<file path="src/rtl/tip_pkg.sv">
package tip_pkg;
  localparam int NUM_CTX = 4;
  localparam int PRIO_W  = 8;
  localparam logic [PRIO_W-1:0] PRIO_NONE = 8'hFF;
  localparam int STAT_FLAG_BIT = 7;

  typedef enum logic [1:0] {
    SEL_ACK  = 2'd0,
    SEL_CPPR = 2'd1,
    SEL_STAT = 2'd2,
    SEL_NSR  = 2'd3
  } tip_sel_e;
endpackage

</file>
<file path="src/rtl/tip_lowest.sv">
module tip_lowest #(
  parameter int N = 8
) (
  input  logic [N-1:0] vec,
  output logic [7:0]   idx
);
  always_comb begin
    idx = 8'hFF;
    for (int i = N - 1; i >= 0; i--) begin
      if (vec[i]) idx = 8'(i);
    end
  end
endmodule

</file>
<file path="src/rtl/tip_view_dec.sv">
module tip_view_dec
  import tip_pkg::*;
(
  input  logic [5:0] addr,
  output logic [1:0] ctx,
  output tip_sel_e   sel
);
  logic [1:0] page;

  always_comb begin
    page = addr[5:4];
    if (page == 2'd0) ctx = addr[3:2];
    else              ctx = page - 2'd1;
    sel = tip_sel_e'(addr[1:0]);
  end
endmodule

</file>
<file path="src/rtl/tip_ctx.sv">
module tip_ctx
  import tip_pkg::*;
#(
  parameter int NUM_PRIO = 8,
  localparam int PW = $clog2(NUM_PRIO)
) (
  input  logic                clk,
  input  logic                rst_n,
  input  logic                ntf_set,
  input  logic [PW-1:0]       ntf_prio,
  input  logic                ack,
  input  logic                thr_wr,
  input  logic [PRIO_W-1:0]   thr_wdata,
  output logic [NUM_PRIO-1:0] pend,
  output logic [PRIO_W-1:0]   best,
  output logic [PRIO_W-1:0]   thr,
  output logic                flag,
  output logic                line
);
  logic [NUM_PRIO-1:0] pend_n, clr_mask, set_mask;
  logic [PRIO_W-1:0]   best_n, thr_n;
  logic                flag_n, line_n, upd;

  tip_lowest #(.N(NUM_PRIO)) u_low (.vec(pend_n), .idx(best_n));

  always_comb begin
    clr_mask = '0;
    set_mask = '0;
    if (ack && best != PRIO_NONE) clr_mask = NUM_PRIO'(1) << best[PW-1:0];
    if (ntf_set)                  set_mask = NUM_PRIO'(1) << ntf_prio;
    pend_n = (pend & ~clr_mask) | set_mask;

    thr_n = thr;
    if (ack && best != PRIO_NONE) thr_n = best;
    else if (thr_wr)              thr_n = thr_wdata;

    line_n = best_n < thr_n;
    flag_n = (flag & ~ack) | line_n;
    upd    = ntf_set | ack | thr_wr;
  end

  always_ff @(posedge clk or negedge rst_n) begin
    if (!rst_n) begin
      pend <= '0;
      best <= PRIO_NONE;
      thr  <= '0;
      flag <= 1'b0;
      line <= 1'b0;
    end else if (upd) begin
      pend <= pend_n;
      best <= best_n;
      thr  <= thr_n;
      flag <= flag_n;
      line <= line_n;
    end
  end
endmodule

</file>
<file path="src/rtl/tip_presenter.sv">
module tip_presenter
  import tip_pkg::*;
#(
  parameter int NUM_PRIO = 8,
  localparam int PW = $clog2(NUM_PRIO)
) (
  input  logic          clk,
  input  logic          rst_n,
  input  logic          ntf_valid,
  input  logic [1:0]    ntf_ctx,
  input  logic [PW-1:0] ntf_prio,
  input  logic          req_valid,
  input  logic          req_write,
  input  logic [5:0]    req_addr,
  input  logic [7:0]    req_wdata,
  output logic          rsp_valid,
  output logic [31:0]   rsp_data,
  output logic [3:0]    exc_line
);
  logic [1:0] dec_ctx;
  tip_sel_e   dec_sel;

  logic [NUM_CTX-1:0][NUM_PRIO-1:0] pend_all;
  logic [NUM_CTX-1:0][PRIO_W-1:0]   best_all, thr_all;
  logic [NUM_CTX-1:0]               flag_all, line_all;

  logic        rd_req;
  logic [31:0] rdata_n;

  tip_view_dec u_dec (.addr(req_addr), .ctx(dec_ctx), .sel(dec_sel));

  assign rd_req = req_valid & ~req_write;

  for (genvar c = 0; c < NUM_CTX; c++) begin : g_ctx
    logic hit;
    assign hit = req_valid && (dec_ctx == 2'(c));
    tip_ctx #(.NUM_PRIO(NUM_PRIO)) u_ctx (
      .clk      (clk),
      .rst_n    (rst_n),
      .ntf_set  (ntf_valid && (ntf_ctx == 2'(c))),
      .ntf_prio (ntf_prio),
      .ack      (hit && !req_write && dec_sel == SEL_ACK),
      .thr_wr   (hit && req_write && dec_sel == SEL_CPPR),
      .thr_wdata(req_wdata),
      .pend     (pend_all[c]),
      .best     (best_all[c]),
      .thr      (thr_all[c]),
      .flag     (flag_all[c]),
      .line     (line_all[c])
    );
  end

  assign exc_line = line_all;

  always_comb begin
    logic [7:0] stat;
    stat = 8'(flag_all[dec_ctx]) << STAT_FLAG_BIT;
    unique case (dec_sel)
      SEL_ACK:  rdata_n = {16'h0, stat, best_all[dec_ctx]};
      SEL_CPPR: rdata_n = {24'h0, thr_all[dec_ctx]};
      SEL_STAT: rdata_n = {24'(pend_all[dec_ctx]), best_all[dec_ctx]};
      SEL_NSR:  rdata_n = {24'h0, stat};
      default:  rdata_n = '0;
    endcase
  end

  always_ff @(posedge clk or negedge rst_n) begin
    if (!rst_n) begin
      rsp_valid <= 1'b0;
      rsp_data  <= '0;
    end else begin
      rsp_valid <= rd_req;
      if (rd_req) rsp_data <= rdata_n;
      else        rsp_data <= '0;
    end
  end
endmodule

</file>
<file path="config.mk">
export PLATFORM = sky130hd
export DESIGN_NAME = tip_presenter
export DESIGN_NICKNAME = d
export VERILOG_FILES = /design/src/rtl/tip_pkg.sv /design/src/rtl/tip_lowest.sv /design/src/rtl/tip_view_dec.sv /design/src/rtl/tip_ctx.sv /design/src/rtl/tip_presenter.sv
export SDC_FILE = /design/constraint.sdc
export NUM_CORES = 1
export LEC_CHECK = 0
export BUFFER_PORTS_ARGS = -buffer_cell sky130_fd_sc_hd__buf_2
export CAP_MARGIN = 0
export CORE_MARGIN = 2
export CORE_UTILIZATION = 55
export DETAILED_ROUTE_END_ITERATION = 12
export PLACE_DENSITY = 0.74
export SLEW_MARGIN = 20
export SYNTH_ARGS = -nofsm -noshare
export SYNTH_HDL_FRONTEND = slang
export SYNTH_HIERARCHICAL = 1
export SYNTH_SLANG_ARGS = --single-unit
</file>
<file path="constraint.sdc">
create_clock -name clk -period 3.62 [get_ports clk]
set_clock_uncertainty 0.05 [all_clocks]
set_input_delay 0.181 -clock clk [delete_from_list [all_inputs] [get_ports clk]]
set_output_delay 0.181 -clock clk [all_outputs]
set_load 0.02 [all_outputs]
</file>
==> out/qor.yml, run 1 <==
outcome: "complete, no violations"
yosysTopAreaCellShare: 0.2979
layout_setup_ws_ns: 0.3278
final_max_slew_viol_count: 0
cap_violations: 0
synth_edf_count: 0
yosysWarnings: 6
cp.required_ns: 3.89
cts_tree: "built"
p_leak_nw: 3.750
power_mw: 5.135
reg2reg_depth: 10
start_util: 0.5646
hold_slack_ns: 0.07305
critPathCaptureType: "flip-flop"
clock_path_buffers: 2
ys_types: 46
syn_to_final_growth_pct: 14.09
critPathBufInv: 0
slew_headroom: 0.5174
synth_top_area_cell: "dfrtp_1"
fillers: 1104
layout_min_cycle_time_ns: 3.292
io_pins: 61
critPathMaxFanout: 9
ys_seq_area_frac: 0.4103
overflow: 0
grt_pass1_vias: 5698
drtAntennaViolNets: 0
grt_usage: 0.2844
layout.cells.non_filler: 966
firstDrtPassIters: 5
critPathTopFamily: "simple AND/OR/NAND/NOR gates"
die_area_um2: 14540
routed_wl_um: 19980
min_period_over_period: 0.9094
gp_congestion: 0.9264
postSynth.asyncResetShare: 1.000
r2r-start: "g_ctx[1].u_ctx/best[0]"
crit_path_start_kind: "flip-flop"
postCtsSetupRepairBufs: 0
drive_above_1_share: 0.2975
die_h_um: 120.6
hold_path_end: "rsp_data[15]"
synth-main-ff-cell: "dfrtp_1"
final_util: 0.6442
placed_cells: 933
crit_type: "reg -> reg"
clk_latency_ns: 0.43
hold_class: "in -> reg"
synth_area_um2: 7477
cpMaxStageDelayCell: "dfstp_2"
syn_inst: 709
diodes: 0
cts_made_buffers: 17
drtIter0Drc: 528
clock_sinks: 121
post-place-ws_ns: -0.05583
core_area_um2: 13240
max_freq_ghz: 0.3037
vias_per_cell: 6.137
final_nets: 829
ys_top_cells_by_area: "dfrtp_1, dfstp_2, mux4_2"
vias: 5928
critPathMaxStageDelay_ns: 0.64
clk_pin_slew_ns: 0.06
hold_violations: 0
yosys_register_bits: 121
hold_depth: 3
crit_chain: "or2b_1 > o21ai_0 > o21ai_0 > nor4_2 > and3_1 > ha_1 > a21oi_1 > o21ai_0 > or3_1 > o31ai_1"
drc_errors: 0
dpl.hpwl_um: 14870
setup_viol: 0
wl_per_cell_um: 20.68
grt_max_degree: 122
power.density_nw_per_um2: 601.9
fp.dieW_um: 120.6
hold_start: "req_addr[0]"
multi_input_comb_area_um2: 4064
tns_ns: 0
cpMostUsedCell: "o21ai_0"
seqCellArea_um2: 3068
dpl_cell_area_um2: 7970
syn_avg_cell_area_um2: 10.55
cp.arrival_ns: 3.56
ir_worst_vdd_uv: 355.7
tightest_slew_ns: 0.7239
rows: 42
cts_root_buffer: "clkbuf_16"
io_buffers: 44
rsz0062_at_grt: "false"
cts_max_level: 4
antenna_found_initial: 0
stdcell_area_um2: 8531
r2r_slack_ns: 0.33
grt_first_pass_wirelength_um: 30800
r2r_end: "g_ctx[1].u_ctx/line"
[layer usage]
| layer | wire length (um) | global-route usage | part of all wire | vias up |
|---|---|---|---|---|
| met3 | 1363 | 0.05991 | 0.068 | 24 |
| met5 | 0 | 0 | 0 | - |
| met4 | 237 | 0.08503 | 0.012 | 0 |
| li1 | - | - | - | 2724 |
| met1 | 8876 | 0.4028 | 0.44 | 2980 |
| met2 | 9501 | 0.4431 | 0.48 | 200 |
[layout make-up]
| cell class | instances | area share |
|---|---|---|
| inverter | 16 | 0.007040 |
| clock inverter | 9 | 0.008507 |
| timing repair buffer | 88 | 0.06659 |
| multi-input combinational | 533 | 0.4764 |
| tap | 176 | 0.02581 |
| sequential | 121 | 0.3596 |
| clock buffer | 23 | 0.05603 |
[timing repair]
| action | CTS | global route |
|---|---|---|
| gates resized for setup | 0 | 0 |
| hold buffers | 1 | 0 |
| hold endpoints to repair | 89 | 0 |
[report_power, final]
group | switching, mW | total [mW] | internal (mW)
combinational | 0.758 | 1.46 | 0.706
sequential | 0.363 | 2.08 | 1.72
clock | 0.605 | 1.59 | 0.987
total | 1.73 | 5.13 | 3.41
[flip-flops by register name, summed over array words and instances (netlist names)]
register / cells
g_ctx.u_ctx/pend: 32
rsp_valid: 1
rsp_data: 16
g_ctx.u_ctx/best: 32
g_ctx.u_ctx/line: 4
g_ctx.u_ctx/thr: 32
g_ctx.u_ctx/flag: 4
[cell usage after synthesis, types with 8 or more instances]
| master | instances |
|---|---|
| a21o_1 | 26 |
| a21oi_1 | 39 |
| buf_2 | 12 |
| buf_4 | 37 |
| dfrtp_1 | 89 |
| dfstp_2 | 32 |
| ha_1 | 28 |
| inv_1 | 16 |
| mux2_2 | 35 |
| mux2i_1 | 31 |
| mux4_2 | 25 |
| nand2_1 | 32 |
| nand2b_1 | 26 |
| nand4_1 | 8 |
| nor2_1 | 56 |
| nor2b_1 | 12 |
| nor3_1 | 11 |
| o21ai_0 | 82 |
| o31a_1 | 8 |
| o31ai_1 | 30 |
[worst register-to-register path, cell delays in order (launching register included)]
cell,delay [ns]
dfstp_2,0.64
or2b_1,0.27
o21ai_0,0.20
o21ai_0,0.20
nor4_2,0.33
and3_1,0.37
ha_1,0.31
a21oi_1,0.13
o21ai_0,0.08
or3_1,0.33
o31ai_1,0.28
[kinds of logic after synthesis]
| family | Yosys count | synth area share |
|---|---|---|
| and+or+nand+nor | 189 | 0.1402 |
| AOI/OAI and AO/OA | 209 | 0.1739 |
| muxes | 91 | 0.1695 |
| buffers and inverters | 70 | 0.05874 |
| other | 1 | 0.0005015 |
| DFF | 121 | 0.4103 |
| adders and majority gates | 28 | 0.04685 |
[worst max path at each step]
stage / from / endpoint / cells past startpoint
finish: g_ctx[1].u_ctx/best[0] / g_ctx[1].u_ctx/line / 10
global route: g_ctx[0].u_ctx/best[0] / g_ctx[0].u_ctx/flag / 10
CTS: g_ctx[1].u_ctx/best[0] / g_ctx[1].u_ctx/line / 10
detailed placement: req_write / g_ctx[0].u_ctx/flag / 14
global placement: req_write / g_ctx[0].u_ctx/flag / 14
floorplan: req_addr[1] / g_ctx[1].u_ctx/flag / 14
[placed cells by master (no fill, tap or decap), types with 8 or more instances in the layout]
master      n
conb_1     16
mux2_2     35
a21oi_1    39
nand4_1     8
buf_4      43
o21ai_0    82
mux2i_1    31
nand2b_1   26
o31ai_1    27
dfstp_2    32
inv_1      16
o31a_1      8
nor2b_1    12
mux4_2     25
dfrtp_1    89
a21o_1     26
nor2_1     53
ha_1       28
buf_2      43
nand2_1    32
clkbuf_16  17
nor3_1      9
Note: power is estimated with default switching activity, not from simulation.
==> inputs of run 2 (changes only) <==
- MAX_ROUTING_LAYER: unset -> met4
==> out/qor.yml, run 2 (synthesis gave the netlist of run 1 again) <==
outcome: "complete, no violations"
cts_root_buffer: "clkbuf_16"
wl_met2_um: 9780
stdcell_area_um2: 8653
firstDrtPassIters: 7
cp.arrival_ns: 3.66
critPathMaxStageDelay_ns: 0.42
power.density_nw_per_um2: 622.0
critPathCaptureType: "flip-flop"
max_freq_ghz: 0.2949
r2r-start: "g_ctx[0].u_ctx/best[0]"
wl_met1_um: 8884
final_util: 0.6534
layout.cells.non_filler: 972
rsz0062_at_grt: "false"
reg.largest.list: "g_ctx.u_ctx/best x32, g_ctx.u_ctx/pend x32, g_ctx.u_ctx/thr x32"
cts_max_level: 4
hold_slack_ns: 0.04090
crit_path_start_kind: "primary input"
antenna_found_initial: 0
cp.required_ns: 3.89
vias_per_cell: 6.254
tightest_slew_ns: 0.7092
tns_ns: 0
cpMostUsedCell: "o21ai_0"
grt_usage: 0.3121
layout_min_cycle_time_ns: 3.391
dpl_cell_area_um2: 8015
critPathMaxFanout: 6
r2r_slack_ns: 0.27
die_area_um2: 14540
overflow: 0
clock_sinks: 121
final_nets: 835
wl_met3_um: 1697
drtIter0Drc: 518
crit_chain: "buf_2 > nand2b_1 > or3_1 > buf_4 > nor2_1 > nand2b_1 > o21ai_0 > o21ai_0 > nor4_2 > and3_1 > ha_1 > a21oi_1 > o21ai_0 > or3_1 > o32ai_1"
cpMaxStageDelayCell: "or3_1"
syn_to_final_growth_pct: 15.73
gp_congestion: 0.9657
dpl.hpwl_um: 15610
ir_worst_vdd_uv: 479.9
cap_violations: 0
core_area_um2: 13240
drc_errors: 0
io_pins: 61
io_buffers: 44
hold_violations: 0
cts_tree: "built"
placed_cells: 939
cts_made_buffers: 17
grt_pass1_vias: 6009
setup_viol: 0
clk_pin_slew_ns: 0.06
grt_max_degree: 69
crit_type: "in -> reg"
slew_headroom: 0.5272
p_leak_nw: 3.795
grt_first_pass_wirelength_um: 32920
final_common_cell: "dfrtp_1"
rows: 42
power_mw: 5.382
start_util: 0.5646
min_period_over_period: 0.9366
wl_per_cell_um: 21.44
crit_start: "req_write"
clock_path_buffers: 2
drive_above_1_share: 0.3078
die_h_um: 120.6
post-place-ws_ns: -0.1600
hold_class: "in -> reg"
final_max_slew_viol_count: 0
final_cell_mix: "dfrtp_1, o21ai_0, nor2_1, buf_4, buf_2"
routed_wl_um: 20840
clk_latency_ns: 0.43
hold_start: "req_addr[0]"
drtAntennaViolNets: 0
layout_setup_ws_ns: 0.2295
fp.dieW_um: 120.6
vias: 6079
diodes: 0
routed.top_layer: "met4"
==> run 2: layout make-up <==
| type | count | area [um2] |
|---|---|---|
| Fill cell | 1041 | 4589 |
| Tap cell | 176 | 220.2 |
| Timing Repair Buffer | 94 | 613.1 |
| Clock buffer | 20 | 446.7 |
| Sequential cell | 121 | 3068 |
| Inverter | 16 | 60.06 |
| Clock inverter | 12 | 173.9 |
| Multi-Input combinational cell | 533 | 4071 |
==> run 2: power by group <==
| group | switching, mW | total [mW] | internal, mW |
|---|---|---|---|
| combinational | 0.796 | 1.50 | 0.707 |
| clock | 0.633 | 1.80 | 1.16 |
| sequential | 0.366 | 2.08 | 1.72 |
==> run 2: worst max-delay path: cells and delay by family <==
family | cells | cell delay, ns
adder cells (fa/ha/maj) | 1 | 0.31
AO/OA/AOI/OAI | 5 | 1.02
AND/OR/NAND/NOR | 7 | 1.82
buffers and inverters | 2 | 0.29
==> run 2: what timing repair did <==
item / in CTS / in global routing
setup endpoints to repair: 0 / 3
resized for setup: 0 / 3
hold buffers: 1 / 0
hold endpoints to repair: 37 / 0
buffers inserted: 0 / 0
==> run 2: final timing paths <==
kind	endpoint	cells after the start
min in group asynchronous	rsp_data[11]	2
setup / recovery	g_ctx[1].u_ctx/flag	15
max in group asynchronous	g_ctx[2].u_ctx/best[3]	3
hold reg to reg	g_ctx[0].u_ctx/line	2
setup reg to reg	g_ctx[0].u_ctx/flag	10
hold / removal	rsp_data[15]	3
==> run 2: metal layers <==
metal	vias up	GRT usage
met5	-	-
met4	0	0.09593
met3	50	0.06698
met2	270	0.4795
met1	3017	0.4192
li1	2742	-
